==> config.mk <==
export PLATFORM = sky130hd
export DESIGN_NAME = rdma_port
export DESIGN_NICKNAME = d
export VERILOG_FILES = /design/src/rtl/rdma_port.sv
export SDC_FILE = /design/constraint.sdc
export NUM_CORES = 1
export LEC_CHECK = 0
export BUFFER_PORTS_ARGS = -buffer_cell sky130_fd_sc_hd__buf_2
export CORE_UTILIZATION = 50
export CTS_BUF_LIST = sky130_fd_sc_hd__clkbuf_4 sky130_fd_sc_hd__clkbuf_8 sky130_fd_sc_hd__clkbuf_16
export CTS_CLUSTER_SIZE = 10
export DETAILED_ROUTE_END_ITERATION = 7
export PLACE_DENSITY = 0.82
export REMOVE_ABC_BUFFERS = 1
export SLEW_MARGIN = 20
export SYNTH_ARGS = -nofsm -noshare
export SYNTH_HDL_FRONTEND = slang
export SYNTH_SLANG_ARGS = --single-unit
==> constraint.sdc <==
create_clock -name clk -period 3.5 [get_ports clk]
set_clock_uncertainty 0.05 [all_clocks]
set_input_delay 0 -clock clk [delete_from_list [all_inputs] [get_ports clk]]
set_output_delay 0 -clock clk [all_outputs]
set_load 0.02 [all_outputs]
==> src/rtl/rdma_port.sv <==
module rdma_port #(
  parameter int LOW_SPAN = 32,
  parameter int WIN_BASE = 'h4000,
  parameter int WIN_END  = 'h8000
) (
  input  logic        clk,
  input  logic        rst_n,
  input  logic        host_sel,
  input  logic        host_wr,
  input  logic [3:0]  host_addr,
  input  logic        host_wide,
  input  logic [31:0] host_wdata,
  output logic [31:0] host_rdata,
  input  logic [15:0] ring_start,
  input  logic [15:0] ring_stop,
  output logic [15:0] mem_addr,
  output logic        mem_we,
  output logic [3:0]  mem_wbe,
  output logic [31:0] mem_wdata,
  input  logic [31:0] mem_rdata,
  output logic        irq
);
  localparam logic [16:0] LOW_L  = 17'(LOW_SPAN);
  localparam logic [16:0] BASE_L = 17'(WIN_BASE);
  localparam logic [16:0] END_L  = 17'(WIN_END);
  localparam logic [3:0]  OFS_CMD = 4'd0, OFS_ALO = 4'd1, OFS_AHI = 4'd2,
                          OFS_CLO = 4'd3, OFS_CHI = 4'd4, OFS_CFG = 4'd5,
                          OFS_STS = 4'd6, OFS_DAT = 4'd8;

  logic [7:0]  cmd_q;
  logic [15:0] cur_addr, count;
  logic        cfg_word, done;

  logic [2:0]  xfer_n;
  logic [15:0] eff, nxt;
  logic [16:0] eff_ext;
  logic        in_win, port_hit, take, wr_acc;
  logic [31:0] dmask;

  assign xfer_n   = host_wide ? 3'd4 : (cfg_word ? 3'd2 : 3'd1);
  assign eff      = (xfer_n == 3'd1) ? cur_addr : {cur_addr[15:1], 1'b0};
  assign eff_ext  = {1'b0, eff};
  assign in_win   = (eff_ext < LOW_L) ||
                    (eff_ext >= BASE_L && eff_ext + 17'(xfer_n) <= END_L);
  assign port_hit = host_sel && host_addr == OFS_DAT;
  assign take     = port_hit && (!host_wr || count != 16'd0);
  assign wr_acc   = host_sel && host_wr;
  assign nxt      = cur_addr + 16'(xfer_n);
  assign dmask    = (xfer_n == 3'd4) ? 32'hFFFF_FFFF :
                    (xfer_n == 3'd2) ? 32'h0000_FFFF : 32'h0000_00FF;

  assign mem_addr  = eff;
  assign mem_we    = take && host_wr && in_win;
  assign mem_wbe   = (xfer_n == 3'd4) ? 4'hF : (xfer_n == 3'd2) ? 4'h3 : 4'h1;
  assign mem_wdata = host_wdata;
  assign irq       = done;

  always_comb begin
    case (host_addr)
      OFS_CMD: host_rdata = {24'd0, cmd_q};
      OFS_ALO: host_rdata = {24'd0, cur_addr[7:0]};
      OFS_AHI: host_rdata = {24'd0, cur_addr[15:8]};
      OFS_CLO: host_rdata = {24'd0, count[7:0]};
      OFS_CHI: host_rdata = {24'd0, count[15:8]};
      OFS_CFG: host_rdata = {31'd0, cfg_word};
      OFS_STS: host_rdata = {25'd0, done, 6'd0};
      OFS_DAT: host_rdata = in_win ? (mem_rdata & dmask) : dmask;
      default: host_rdata = 32'd0;
    endcase
  end

  always_ff @(posedge clk or negedge rst_n) begin
    if (!rst_n) begin
      cmd_q    <= 8'd0;
      cur_addr <= 16'd0;
      count    <= 16'd0;
      cfg_word <= 1'b0;
      done     <= 1'b0;
    end else begin
      if (take) begin
        cur_addr <= (nxt == ring_stop) ? ring_start : nxt;
        if (count <= 16'(xfer_n)) begin
          count <= 16'd0;
          done  <= 1'b1;
        end else begin
          count <= count - 16'(xfer_n);
        end
      end
      if (wr_acc) begin
        case (host_addr)
          OFS_CMD: begin
            cmd_q <= host_wdata[7:0];
            if (!host_wdata[0] && (host_wdata[3] || host_wdata[4]) && count == 16'd0)
              done <= 1'b1;
          end
          OFS_ALO: cur_addr[7:0]  <= host_wdata[7:0];
          OFS_AHI: cur_addr[15:8] <= host_wdata[7:0];
          OFS_CLO: count[7:0]     <= host_wdata[7:0];
          OFS_CHI: count[15:8]    <= host_wdata[7:0];
          OFS_CFG: cfg_word       <= host_wdata[0];
          OFS_STS: if (host_wdata[6]) done <= 1'b0;
          default: ;
        endcase
      end
    end
  end
endmodule


==> reports/qor.yml, run 1 <==
status: "finished clean"
slowest_delay_ns: 0.67
leakage_nw: 2.64
crit_path_end_kind: "flop"
post-place-ws_ns: 0.0259
fin_crit_sh_pct: 97.7
cp.arrival_ns: 3.60
ys.flop_type: "dfrtp_1"
worstSetupEndpoint: "cur_addr[8]"
worst_ep_required_time_ns: 3.68
cts-htree-levels: 2
wl_per_cell_microns: 20.6
detail_route.iter0.violations: 497
dp.cells: 792
cts_buffer_depth: 2
critical_path_class: "reg -> reg"
synth_edf_count: 0
avgSynthCellArea_sq_um: 8.08
antennaDiodeCount: 0
grt_pass1_vias: 4731
grt_start_max_net_pins: 43
synth_area_leaders: "dfrtp_1, buf_4, nand2_1, xor2_1, o21a_1"
fmax_mhz: 292
antenna_found_initial: 0
portBuffers: 141
dieArea_sq_mm: 0.00998
synth_top_area_cell: "dfrtp_1"
cts.sinks: 42
drv_cap: 0
multi_input_area_sq_mm: 0.00316
cts_tree: "done"
drive_above_1_share_pct: 29.9
period_minus_slack_ns: 3.42
via_per_inst: 6.19
vias: 5216
regArea_sq_mm: 0.00105
syn_to_final_growth_pct: 20.9
die_h_microns: 99.9
clockRootBuffer: "clkbuf_8"
wirelength_mm: 17.3
cp_max_fo: 12
worstReg2RegEnd: "cur_addr[8]"
finalNonFillerCells: 842
hpwl_mm: 12.9
hp-class: "in -> reg"
yosysWarningCount: 0
cts_made_buffers: 5
synth_cell_types: 71
netlist_instances: 593
finalMaxSlewViolations: 0
relSlewSlack_pct: 34.1
initial_core_util_pct: 51.6
gp_congestion: 0.933
ioPinCount: 191
drcViolationCount: 0
overflow: 0
num-fill-cells: 833
final_core_util_pct: 62.4
layout_setup_ws_ns: 0.0809
grt_pass1_wl_mm: 25.7
yosysSeqAreaShare_pct: 21.9
path_cells: "nor2_4, ha_1, fa_1, xor3_1, nor3_2, o221ai_1, nand4bb_1, or4_4, nor3_1, or3_1"
syn_area_sq_mm: 0.00479
clk_pin_slew_ns: 0.08
r2r_start: "cfg_word"
ant_nets: 0
insertion_delay_ns: 0.29
rrSetupSlack_ns: 0.08
yosysTopAreaCellShare_pct: 21.9
async_flop_share_pct: 100
hold_violations: 0
r2r_cells: 10
ir_drop_uv: 319
worst_slew_pin_slew_ns: 0.988
setup_violations: 0
coreArea_sq_mm: 0.00928
critPathLaunchType: "flop"
num-nets-final: 828
grt.total_usage_pct: 33.5
rows: 35
power.density_mw_per_mm2: 580
drtPass1Iterations: 5
slowest_stage: "or4_4"
crit_start: "cfg_word"
ys_ff_latch: 42
die_w_microns: 99.9
[logic make-up after synthesis]
group                    Yosys count  share of synthesized area, %
XOR/XNOR                          49                          9.84
other                              1                        0.0783
AO/OA/AOI/OAI                    159                          22.8
AND/OR/NAND/NOR                  210                          24.0
flip-flops                        42                          21.9
adder cells (fa/ha/maj)           10                          3.08
buffers and inverters            103                          13.3
multiplexers                      19                          4.99
[stage by stage]
| stage | cell area, sq um | hold slack, ns | total power, W | setup TNS [ns] |
|---|---|---|---|---|
| 6_report | 5790 | 0.0102 | 0.00336 | 0 |
| 3_3_place_gp | 5240 | -0.0498 | 0.00282 | 0 |
| 5_1_grt | 5790 | 0.0292 | 0.00354 | -0.0423 |
| 4_1_cts | 5700 | 0.00641 | 0.00326 | 0 |
| 2_1_floorplan | 4190 | -0.346 | 0.00216 | -10.25 |
| 3_5_place_dp | 5240 | -0.0498 | 0.00288 | 0 |
[where the power goes]
group | internal [W] | total, W | leakage [nW] | switching, W
logic | 0.000850 | 0.00201 | 2.06 | 0.00116
clock network | 0.000153 | 0.000319 | 0.0452 | 0.000166
registers | 0.000662 | 0.00103 | 0.534 | 0.000368
total | 0.00166 | 0.00336 | 2.64 | 0.00169
[worst min path at each step]
stage,startpoint,slack (ns),endpoint,cells past startpoint
after floorplan,rst_n,-0.35,cfg_word,0
after CTS,host_wdata[0],0.006,count[0],3
final,host_wdata[0],0.01,count[0],3
after global placement,host_wdata[13],-0.05,mem_wdata[13],0
after detailed placement,host_wdata[13],-0.05,mem_wdata[13],0
after global routing,host_wdata[0],0.03,irq,2
[cell usage in the layout (no fill, tap or decap), types with 12 or more instances in the layout]
cell,n
xnor2_1,21
buf_4,28
o21ai_0,20
dfrtp_1,42
nand2_1,58
xor2_1,25
nor2_1,35
nand3_1,13
a22oi_1,12
o21a_1,27
a21oi_1,24
a31oi_1,13
buf_2,141
dlygate4sd3_1,37
nor3_1,24
[synth_stat cells, drive strengths merged, types with 3 or more instances]
master	instances
nand4	9
a21oi	26
buf	80
and2	11
inv	9
nor2b	9
dfrtp	42
mux2	9
fa	3
and3	7
a221oi	5
or4	4
xnor2	21
o211ai	4
and4	3
o31a	3
nor3	29
nand2b	5
xor2	25
nand3	14
clkbuf	14
or3	4
a21o	9
a22oi	12
a31oi	14
nor2	36
nor4	10
o21ai	27
mux2i	7
nand2	59
ha	7
nor3b	3
mux4	3
o21a	27
a211oi	5
o31ai	11
[state kept, by name (all words and copies together) (netlist names)]
signal	flops
cfg_word	1
cmd_q	8
count	16
cur_addr	16
irq	1
[critical path, delay by kind of cell (launching register included)]
family,cells,cell delay (ns)
AO/OA/AOI/OAI,1,0.15
XOR/XNOR,1,0.40
adder cells (fa/ha/maj),2,0.64
flip-flops,1,0.43
AND/OR/NAND/NOR,6,1.67
[repair_timing]
item                                    CTS  global route
pin swaps                                 1             3
cloned                                    0             0
hold buffers                             37             0
setup buffers                             0             6
endpoints found under the setup margin   34            46
hold endpoints to repair                 85             0
gates resized for setup                   4             9
[layer usage]
| metal | track usage, % | up-vias | wire (microns) |
|---|---|---|---|
| met1 | 44.1 | 2499 | 7020 |
| met2 | 55.9 | 332 | 8280 |
| li1 | - | 2339 | - |
| met5 | 0 | - | 0 |
| met3 | 3.83 | 46 | 1370 |
| met4 | 14.5 | 0 | 644 |
[cell type report]
class | instances | area share (%)
timing repair buffer | 207 | 22.5
multi-input combinational | 448 | 54.6
clock buffer | 7 | 1.45
tap | 129 | 2.79
sequential | 42 | 18.1
inverter | 9 | 0.583
Note: power is estimated with default switching activity, not from simulation.
==> run 2: changes to the inputs <==
- CORE_UTILIZATION: 50 -> 45
- PLACE_DENSITY: 0.82 -> 0.75
- RECOVER_POWER: not set -> 50
==> run 2 against run 1 <==
  * The run now ends with capacitance limit, slew limit left
  * Cell area rose by 2.8%
  * Sequential share of layout area fell by 0.47 points
  * Non-clock buffer count rose by 2
  * Routed wire length fell by 0.33%
  * Largest cell class unchanged
  * Largest power group unchanged
==> reports/qor.yml, run 2 (synthesis gave the netlist of run 1 again) <==
num-fill-cells: 976
worstReg2RegEnd: "cur_addr[13]"
worst_slew_pin_slew_ns: 2.38
status: "finished, violations left"
cp_max_fo: 8
fmax_mhz: 293
relSlewSlack_pct: -58.4
ant_nets: 0
drv_cap: 1
violations: "capacitance limit, slew limit"
r2r_cells: 10
hold_violations: 0
coreArea_sq_mm: 0.0103
finalNonFillerCells: 851
initial_core_util_pct: 46.4
cts.sinks: 42
antennaDiodeCount: 0
grt_start_max_net_pins: 43
period_minus_slack_ns: 3.41
fin_setup_tns_ns: 0
critical_path_class: "reg -> out"
drtPass1Iterations: 5
layout_common_cells: "buf_2, nand2_1, dfrtp_1"
vias: 5136
via_per_inst: 6.04
detail_route.iter0.violations: 434
critPathLaunchType: "flop"
syn_to_final_growth_pct: 24.2
portBuffers: 141
hp-class: "in -> reg"
ioPinCount: 191
fin_crit_sh_pct: 97.5
gp_congestion: 0.933
wirelength_mm: 17.2
power.density_mw_per_mm2: 600
cp.arrival_ns: 3.36
setup_violations: 0
cts_made_buffers: 5
reg_top3: "count (16), cur_addr (16), cmd_q (8)"
antenna_found_initial: 0
mostFrequentLayoutCell: "buf_2"
drive_above_1_share_pct: 28.1
grt.total_usage_pct: 29.9
die_h_microns: 105
worst_ep_required_time_ns: 3.45
leakage_nw: 2.63
num-nets-final: 830
report.power.total_w: 0.00357
dieArea_sq_mm: 0.0111
grt_pass1_wl_mm: 25.8
hp-start: "ring_start[11]"
overflow: 0
hold_end: "cur_addr[11]"
crit_path_end_kind: "output pin"
whs_path_depth: 3
hpwl_mm: 12.7
rows: 37
insertion_delay_ns: 0.29
dp.cells: 801
die_w_microns: 105
ir_drop_uv: 323
r2r_start: "cfg_word"
finalMaxSlewViolations: 43
rrSetupSlack_ns: 0.15
clockRootBuffer: "clkbuf_8"
cts_tree: "done"
cts-htree-levels: 2
wl_per_cell_microns: 20.3
drcViolationCount: 0
grt_pass1_vias: 4653
final_core_util_pct: 57.7
cts_buffer_depth: 2
clk_pin_slew_ns: 0.09
-- run 2: changes by cell type in the layout (fill, tap and decap cells not counted), sizes merged --
cell         change
clkbuf          +20
dlygate4sd3      -1
buf             -18
bufinv           +1
-- run 2: cell type report --
| cell class | instances | area (sq um) | share of cell area (%) |
|---|---|---|---|
| Multi-Input combinational cell | 448 | 3170 | 53.3 |
| Tap cell | 136 | 170 | 2.86 |
| Timing Repair Buffer | 209 | 1410 | 23.7 |
| Inverter | 9 | 33.8 | 0.568 |
| Sequential cell | 42 | 1050 | 17.7 |
| Clock buffer | 6 | 82.6 | 1.39 |
| Clock inverter | 1 | 30.0 | 0.505 |
-- run 2: what timing repair did --
item	4_1_cts	5_1_grt
setup buffers	2	2
cloned	0	3
pin swaps	1	7
hold buffers	36	0
resized for setup	2	40
hold endpoints to repair	79	0
setup endpoints to repair	33	49
-- run 2: where the power goes --
group	switching, W	total (W)	internal [W]
registers	0.000322	0.000986	0.000663
logic	0.00125	0.00219	0.000938
clock network	0.000169	0.000398	0.000229
-- run 2: per-layer routing --
metal  up-vias  GRT usage [%]  routed length [microns]
li1       2336              -                        -
met1      2435           41.2                     7040
met2       323           48.1                     8220
met3        42           4.80                     1530
met4         0           8.45                      452
met5         -              0                        0
-- run 2: worst max-delay path: stages, from the launching register on --
cell and delay (ns):
dfrtp_2 0.42, nor2_4 0.06, and2_4 0.17, ha_4 0.16, fa_2 0.42, a21oi_4 0.16, nand4b_1 0.17, buf_4 0.14
o21ai_1 0.05, o31a_1 0.11, a2111o_1 0.44, o21a_4 0.28, clkbuf_16 0.17, o21a_1 0.17, buf_2 0.15
-- run 2: through the flow --
step | area, sq um | worst slack [ns] | hold slack, ns
floorplan | 4190 | -0.777 | -0.346
finish | 5950 | 0.0891 | 0.00511
detailed placement | 5270 | 0.0264 | -0.0495
CTS | 5770 | 0.0000895 | 0.00397
global placement | 5270 | 0.192 | -0.0495
global route | 5950 | -0.00513 | 0.00737
-- run 2: how the worst max path moves through the flow --
stage,start,endpoint,slack (ns),cells past startpoint
after global routing,cfg_word,host_rdata[18],-0.005,14
after floorplan,cfg_word,cur_addr[9],-0.78,10
final,cfg_word,host_rdata[21],0.09,14
after detailed placement,cfg_word,cur_addr[13],0.03,10
after global placement,cfg_word,cur_addr[10],0.19,11
after CTS,cfg_word,host_rdata[30],0.00009,13
